$ cat config.mk
export PLATFORM = sky130hd
export DESIGN_NAME = hwl_unit
export DESIGN_NICKNAME = d
export VERILOG_FILES = /design/src/rtl/hwl_pkg.sv /design/src/rtl/hwl_slot.sv /design/src/rtl/hwl_arb.sv /design/src/rtl/hwl_rdmux.sv /design/src/rtl/hwl_unit.sv
export SDC_FILE = /design/constraint.sdc
export NUM_CORES = 1
export LEC_CHECK = 0
export BUFFER_PORTS_ARGS = -buffer_cell sky130_fd_sc_hd__buf_2
export CAP_MARGIN = 40
export CORE_MARGIN = 2
export CORE_UTILIZATION = 41
export CTS_CLUSTER_DIAMETER = 60
export DETAILED_ROUTE_END_ITERATION = 6
export PLACE_DENSITY = 0.61
export SLEW_MARGIN = 20
export SYNTH_ARGS = -nofsm -noshare
export SYNTH_HDL_FRONTEND = slang
export SYNTH_SLANG_ARGS = --single-unit
$ cat constraint.sdc
create_clock -name clk -period 3.3 [get_ports clk]
set_clock_uncertainty 0.2 [all_clocks]
set_input_delay 0.165 -clock clk [delete_from_list [all_inputs] [get_ports clk]]
set_output_delay 0.165 -clock clk [all_outputs]
set_load 0.05 [all_outputs]
$ cat src/rtl/hwl_pkg.sv
package hwl_pkg;

  localparam int FIELD_W = 3;

  typedef enum logic [FIELD_W-1:0] {
    FLD_START = 3'd0,
    FLD_END   = 3'd1,
    FLD_COUNT = 3'd2,
    FLD_INIT  = 3'd3,
    FLD_CTRL  = 3'd4
  } hwl_field_e;

  function automatic logic field_is_mapped(input logic [FIELD_W-1:0] f);
    return f <= FLD_CTRL;
  endfunction

endpackage

$ cat src/rtl/hwl_slot.sv
module hwl_slot
  import hwl_pkg::*;
#(
  parameter int ADDR_W = 32,
  parameter int CNT_W  = 16
) (
  input  logic               clk,
  input  logic               rst_n,
  input  logic               wr_en,
  input  logic [FIELD_W-1:0] wr_field,
  input  logic [ADDR_W-1:0]  wr_data,
  input  logic               loop_dec,
  input  logic               loop_reload,
  output logic [ADDR_W-1:0]  start_q,
  output logic [ADDR_W-1:0]  end_q,
  output logic [CNT_W-1:0]   cnt_q,
  output logic [CNT_W-1:0]   init_q,
  output logic               en_q
);

  logic              start_ld, end_ld, cnt_ld, init_ld, en_ld;
  logic              wr_cnt;
  logic [CNT_W-1:0]  cnt_nxt;

  // next-state: datapath write has priority over loop bookkeeping
  always_comb begin
    start_ld = wr_en && (wr_field == FLD_START);
    end_ld   = wr_en && (wr_field == FLD_END);
    init_ld  = wr_en && (wr_field == FLD_INIT);
    en_ld    = wr_en && (wr_field == FLD_CTRL);
    wr_cnt   = wr_en && (wr_field == FLD_COUNT);
    cnt_ld   = wr_cnt || loop_dec || loop_reload;
    if (wr_cnt) begin
      cnt_nxt = wr_data[CNT_W-1:0];
    end else if (loop_dec) begin
      cnt_nxt = cnt_q - 1'b1;
    end else begin
      cnt_nxt = init_q;
    end
  end

  always_ff @(posedge clk or negedge rst_n) begin
    if (!rst_n) begin
      start_q <= '0;
      end_q   <= '0;
      cnt_q   <= '0;
      init_q  <= '0;
      en_q    <= 1'b0;
    end else begin
      if (start_ld) start_q <= wr_data;
      if (end_ld)   end_q   <= wr_data;
      if (cnt_ld)   cnt_q   <= cnt_nxt;
      if (init_ld)  init_q  <= wr_data[CNT_W-1:0];
      if (en_ld)    en_q    <= wr_data[0];
    end
  end

endmodule

$ cat src/rtl/hwl_arb.sv
module hwl_arb #(
  parameter int NUM_LOOPS = 3,
  parameter int ADDR_W    = 32,
  parameter int CNT_W     = 16
) (
  input  logic                                fetch_valid,
  input  logic [ADDR_W-1:0]                   fetch_pc,
  input  logic [NUM_LOOPS-1:0]                en_q,
  input  logic [NUM_LOOPS-1:0][ADDR_W-1:0]    start_q,
  input  logic [NUM_LOOPS-1:0][ADDR_W-1:0]    end_q,
  input  logic [NUM_LOOPS-1:0][CNT_W-1:0]     cnt_q,
  output logic [NUM_LOOPS-1:0]                loop_dec,
  output logic [NUM_LOOPS-1:0]                loop_reload,
  output logic [ADDR_W-1:0]                   target
);

  logic [NUM_LOOPS-1:0] match;
  logic                 blocked;

  // innermost (lowest slot) first; a taken branch shields outer slots
  always_comb begin
    blocked     = 1'b0;
    loop_dec    = '0;
    loop_reload = '0;
    target      = '0;
    for (int i = 0; i < NUM_LOOPS; i++) begin
      match[i] = fetch_valid && en_q[i] && (end_q[i] == fetch_pc);
      if (match[i] && !blocked) begin
        if (cnt_q[i] != '0) begin
          loop_dec[i] = 1'b1;
          target      = start_q[i];
          blocked     = 1'b1;
        end else begin
          loop_reload[i] = 1'b1;
        end
      end
    end
  end

endmodule

$ cat src/rtl/hwl_rdmux.sv
module hwl_rdmux
  import hwl_pkg::*;
#(
  parameter int NUM_LOOPS = 3,
  parameter int ADDR_W    = 32,
  parameter int CNT_W     = 16,
  parameter int IDX_W     = 2
) (
  input  logic [IDX_W+FIELD_W-1:0]            raddr,
  input  logic [NUM_LOOPS-1:0]                en_q,
  input  logic [NUM_LOOPS-1:0][ADDR_W-1:0]    start_q,
  input  logic [NUM_LOOPS-1:0][ADDR_W-1:0]    end_q,
  input  logic [NUM_LOOPS-1:0][CNT_W-1:0]     cnt_q,
  input  logic [NUM_LOOPS-1:0][CNT_W-1:0]     init_q,
  output logic [ADDR_W-1:0]                   rdata
);

  localparam int PAD_W = ADDR_W - CNT_W;

  logic [IDX_W-1:0]   rslot;
  logic [FIELD_W-1:0] rfield;

  always_comb begin
    rslot  = raddr[IDX_W+FIELD_W-1:FIELD_W];
    rfield = raddr[FIELD_W-1:0];
    rdata  = '0;
    for (int i = 0; i < NUM_LOOPS; i++) begin
      if (rslot == IDX_W'(i)) begin
        case (rfield)
          FLD_START: rdata = start_q[i];
          FLD_END:   rdata = end_q[i];
          FLD_COUNT: rdata = {{PAD_W{1'b0}}, cnt_q[i]};
          FLD_INIT:  rdata = {{PAD_W{1'b0}}, init_q[i]};
          FLD_CTRL:  rdata = {{(ADDR_W-1){1'b0}}, en_q[i]};
          default:   rdata = '0;
        endcase
      end
    end
  end

endmodule

$ cat src/rtl/hwl_unit.sv
module hwl_unit
  import hwl_pkg::*;
#(
  parameter int  NUM_LOOPS = 3,
  parameter int  ADDR_W    = 32,
  parameter int  CNT_W     = 16,
  localparam int IDX_W     = (NUM_LOOPS > 1) ? $clog2(NUM_LOOPS) : 1,
  localparam int RA_W      = IDX_W + FIELD_W
) (
  input  logic                 clk,
  input  logic                 rst_n,
  input  logic                 fetch_valid,
  input  logic [ADDR_W-1:0]    fetch_pc,
  output logic                 redirect,
  output logic [ADDR_W-1:0]    redirect_target,
  output logic [NUM_LOOPS-1:0] loop_hit,
  input  logic                 rf_we,
  input  logic [RA_W-1:0]      rf_waddr,
  input  logic [ADDR_W-1:0]    rf_wdata,
  input  logic [RA_W-1:0]      rf_raddr,
  output logic [ADDR_W-1:0]    rf_rdata
);

  logic [NUM_LOOPS-1:0]             en_q;
  logic [NUM_LOOPS-1:0][ADDR_W-1:0] start_q;
  logic [NUM_LOOPS-1:0][ADDR_W-1:0] end_q;
  logic [NUM_LOOPS-1:0][CNT_W-1:0]  cnt_q;
  logic [NUM_LOOPS-1:0][CNT_W-1:0]  init_q;
  logic [NUM_LOOPS-1:0]             loop_dec;
  logic [NUM_LOOPS-1:0]             loop_reload;
  logic [NUM_LOOPS-1:0]             slot_we;

  logic [IDX_W-1:0]   wr_slot;
  logic [FIELD_W-1:0] wr_field;

  always_comb begin
    wr_slot  = rf_waddr[RA_W-1:FIELD_W];
    wr_field = rf_waddr[FIELD_W-1:0];
    for (int i = 0; i < NUM_LOOPS; i++) begin
      slot_we[i] = rf_we && (wr_slot == IDX_W'(i)) && field_is_mapped(wr_field);
    end
  end

  for (genvar g = 0; g < NUM_LOOPS; g++) begin : g_slot
    hwl_slot #(
      .ADDR_W (ADDR_W),
      .CNT_W  (CNT_W)
    ) u_slot (
      .clk         (clk),
      .rst_n       (rst_n),
      .wr_en       (slot_we[g]),
      .wr_field    (wr_field),
      .wr_data     (rf_wdata),
      .loop_dec    (loop_dec[g]),
      .loop_reload (loop_reload[g]),
      .start_q     (start_q[g]),
      .end_q       (end_q[g]),
      .cnt_q       (cnt_q[g]),
      .init_q      (init_q[g]),
      .en_q        (en_q[g])
    );
  end

  hwl_arb #(
    .NUM_LOOPS (NUM_LOOPS),
    .ADDR_W    (ADDR_W),
    .CNT_W     (CNT_W)
  ) u_arb (
    .fetch_valid (fetch_valid),
    .fetch_pc    (fetch_pc),
    .en_q        (en_q),
    .start_q     (start_q),
    .end_q       (end_q),
    .cnt_q       (cnt_q),
    .loop_dec    (loop_dec),
    .loop_reload (loop_reload),
    .target      (redirect_target)
  );

  hwl_rdmux #(
    .NUM_LOOPS (NUM_LOOPS),
    .ADDR_W    (ADDR_W),
    .CNT_W     (CNT_W),
    .IDX_W     (IDX_W)
  ) u_rdmux (
    .raddr   (rf_raddr),
    .en_q    (en_q),
    .start_q (start_q),
    .end_q   (end_q),
    .cnt_q   (cnt_q),
    .init_q  (init_q),
    .rdata   (rf_rdata)
  );

  assign loop_hit = loop_dec;
  assign redirect = |loop_dec;

endmodule

==> results.md <==
* Status: finished with violations
* Failing checks: setup timing
* Gp weighted congestion at 0.945
* RSZ-0062 raised after global routing: true
* Reg clk slew, reported paths at 0.06 ns
* Fin area at 21900 um2
* CP Class: reg2out
* Clock Root Buffer: clkbuf_16
* Total Power at 12000 uW
* Gr usage total at 31.3%
* Skew-Pair Late Insertion Delay at 0.53 ns
* Top-area cell type share of the netlist area at a little over two fifths
* Initial antenna violation count at 7
* Starting Density at between 40 and 50%
* Hold Path Class: in2async
* Vias at around 15000
* Flops & latches, synth at slightly below 300
* Dominant synthesized flop cell: dfrtp_1
* Post-Route WL at approximately 68000 um
* Final Max Slew Viols at 0
* Final setup violation count at 35
* Dpl hpwl at between 40000 and 50000 um
* Vias in the first global route at ~15000
* Antenna Nets Post-Route at 0
* Cell Area, Synth at 16800 um2
* Placed Area at approximately 19000 um2
* Commonest non-fill, non-tap cell in the layout: dfrtp_1
* Ports at ~150
* Row cnt at 74
* Die Area at around 43000 um2
* Most frequent cells in the layout: 291 x dfrtp_1, 250 x mux2_2, 139 x nor2_1, 121 x buf_4
* Distinct cell type count after synthesis at between 70 and 80
* Area Overhead vs Synth at 30.3%
* First-pass GRT wire length at 97800 um
* Fin cells at approximately 2400
* Worst setup SP type: flop
* EDFF count, synth at 0
* Setup crit start: g_slot[0].u_slot.end_q[7]
* Fmax at approximately 280 MHz
* Post-Place Cells at about 2300
* Hold Violations, Final at 0
* First-pass DRT Iterations at 7
* Fin crit share at 109%
* Fillers at ~3600
* Post-DR vias/cell at approximately 6.2
* Crit path time final at between 3 and 4 ns
* # nets final at 1956
* YS warnings at 0
* Slew @ Worst Pin at a little over 0.8 ns
* Largest net degree at the start of global routing at approximately 80
* Number of max-cap violations at 0
* Iteration-0 DRC Markers at between 1000 and 1500
* Total CTS buffers at 35
* CP Capture Type: output port
* Layout cells sized above 1 at between 30% and 40%
* H-tree depth at 2
* Core box area at ~41000 um2
* Post-synth ARST share at 100%
* Area contributors post-synth: dfrtp_1 43%, mux2_2 17%, a21oi_1 3.2%, nor2_1 3.2%, xnor2_1 3.0%
* Sequential-to-total area share from yosys stat at about 43%
* # clock sinks at about 290
* Worst EP arrival at about 3.2 ns
* VDD IR max at 0.342 mV
* Leakage power at 0.00956 uW
* CTS tree: built
* Power Dens Cells at 549 nW/um2
* Avg Inst Size Synth at slightly above 10 um2
* Worst Reg-to-Reg Cells at 9
* Grt ovf at 0
* Setup WS post-layout at -0.301 ns
* Worst r2r src: g_slot[2].u_slot.cnt_q[1]
* Worst-path fanout max at 5
* Multi-input combinational cell area at about 9700 um2
* Mapped Cells at around 1600
* Register area at roughly 7300 um2
* Max clock buf depth at 3
* Die Y at 206 um
* Syn Nets at about 1700
* Chip width at just over 200 um
* Critical Path RT at a little under 3 ns
* Max-slew headroom at 46.1%
* DRC Markers at 0
* Post-synth top area cell: dfrtp_1
* Wire per inst at ~28 um
* # port buffers at between 100 and 150
==> cells by family after synthesis <==
group           count (synthesis)  share of synthesized area [%]
compound gates                398                           15.7
xor+xnor                       97                           5.05
buf+inv                       145                           3.68
fa+ha+maj                       4                          0.298
flops                         291                           43.3
mux                           298                           20.3
simple gates                  392                           11.6
==> where the power goes <==
| part | internal, uW | switching (uW) | leakage, uW | total (uW) |
|---|---|---|---|---|
| Clock | 2640 | 1640 | 0.000611 | 4280 |
| Sequential | 4280 | 867 | 0.00369 | 5140 |
| Combinational | 1290 | 1310 | 0.00526 | 2590 |
| Total | 8210 | 3820 | 0.00956 | 12000 |
==> layout make-up <==
cell class | count | share of cell area [%]
multi-input combinational | 1189 | 44.1
antenna | 4 | 0.0457
timing repair buffer | 334 | 13.4
tap | 532 | 3.04
clock inverter | 23 | 1.41
sequential | 291 | 33.3
clock buffer | 40 | 4.37
inverter | 23 | 0.417
==> state kept, by name, summed over array words and instances (netlist names) <==
signal / cells
g_slot.u_slot.init_q: 48
g_slot.u_slot.end_q: 96
g_slot.u_slot.start_q: 96
g_slot.u_slot.cnt_q: 48
g_slot.u_slot.en_q: 3
==> what timing repair did <==
action                                  in CTS  in global routing
buffers inserted                            18                  8
resized for setup                          119                 64
endpoints found under the setup margin      43                 39
cloned                                       2                  1
pin swaps                                   25                 12
hold buffers                                39                  0
endpoints found under the hold margin      303                  0
==> per-stage QoR <==
stage / hold WS [ns] / TNS, ns / util (%) / setup WS, ns
after floorplan: -0.331 / 0 / - / 0.0498
after global routing: 0.101 / -13.10 / 53.9 / -0.414
after CTS: 0.0535 / -7.99 / 52.6 / -0.297
after global placement: 0.0375 / -5.02 / 46.8 / -0.208
after detailed placement: 0.0351 / -2.96 / 46.8 / -0.163
final: 0.0357 / -8.65 / 53.9 / -0.301
==> synthesized netlist by cell type, types with 35 or more instances <==
cell type	number
clkbuf_1	88
mux2i_1	38
xnor2_1	58
nor2_1	142
mux2_2	250
o21ai_0	75
a21oi_1	108
dfrtp_1	291
a22oi_1	37
a22o_1	35
nand2_1	92
xor2_1	39
==> worst max-delay path, stage by stage, from the launching register on <==
cell and delay (ns):
dfrtp_1 0.39, xnor2_1 0.17, nand4_1 0.12, or4_4 0.54, or4b_4 0.57, buf_6 0.16, clkbuf_16 0.15, buf_6 0.16
nor2_1 0.19, o2bb2ai_4 0.10, buf_8 0.15
==> routing by layer <==
metal | routed length (um) | vias to the layer above | global-route usage (%)
met5 | 31 | - | 0
met4 | 2860 | 6 | 11.6
met3 | 6660 | 175 | 6.32
met2 | 30800 | 846 | 50.3
met1 | 27200 | 7563 | 41.7
li1 | - | 6516 | -
==> path summary, 6_finish.rpt <==
path | to | slack [ns]
max in group asynchronous | g_slot[2].u_slot.start_q[8] | 1.90
max | redirect_target[29] | -0.30
min | g_slot[2].u_slot.start_q[19] | 0.04
max reg2reg | g_slot[2].u_slot.cnt_q[0] | 0.10
min in group clk | g_slot[1].u_slot.cnt_q[13] | 0.08
min reg2reg | g_slot[1].u_slot.start_q[14] | 0.34
No activity file was read; power rests on OpenSTA's default activity.
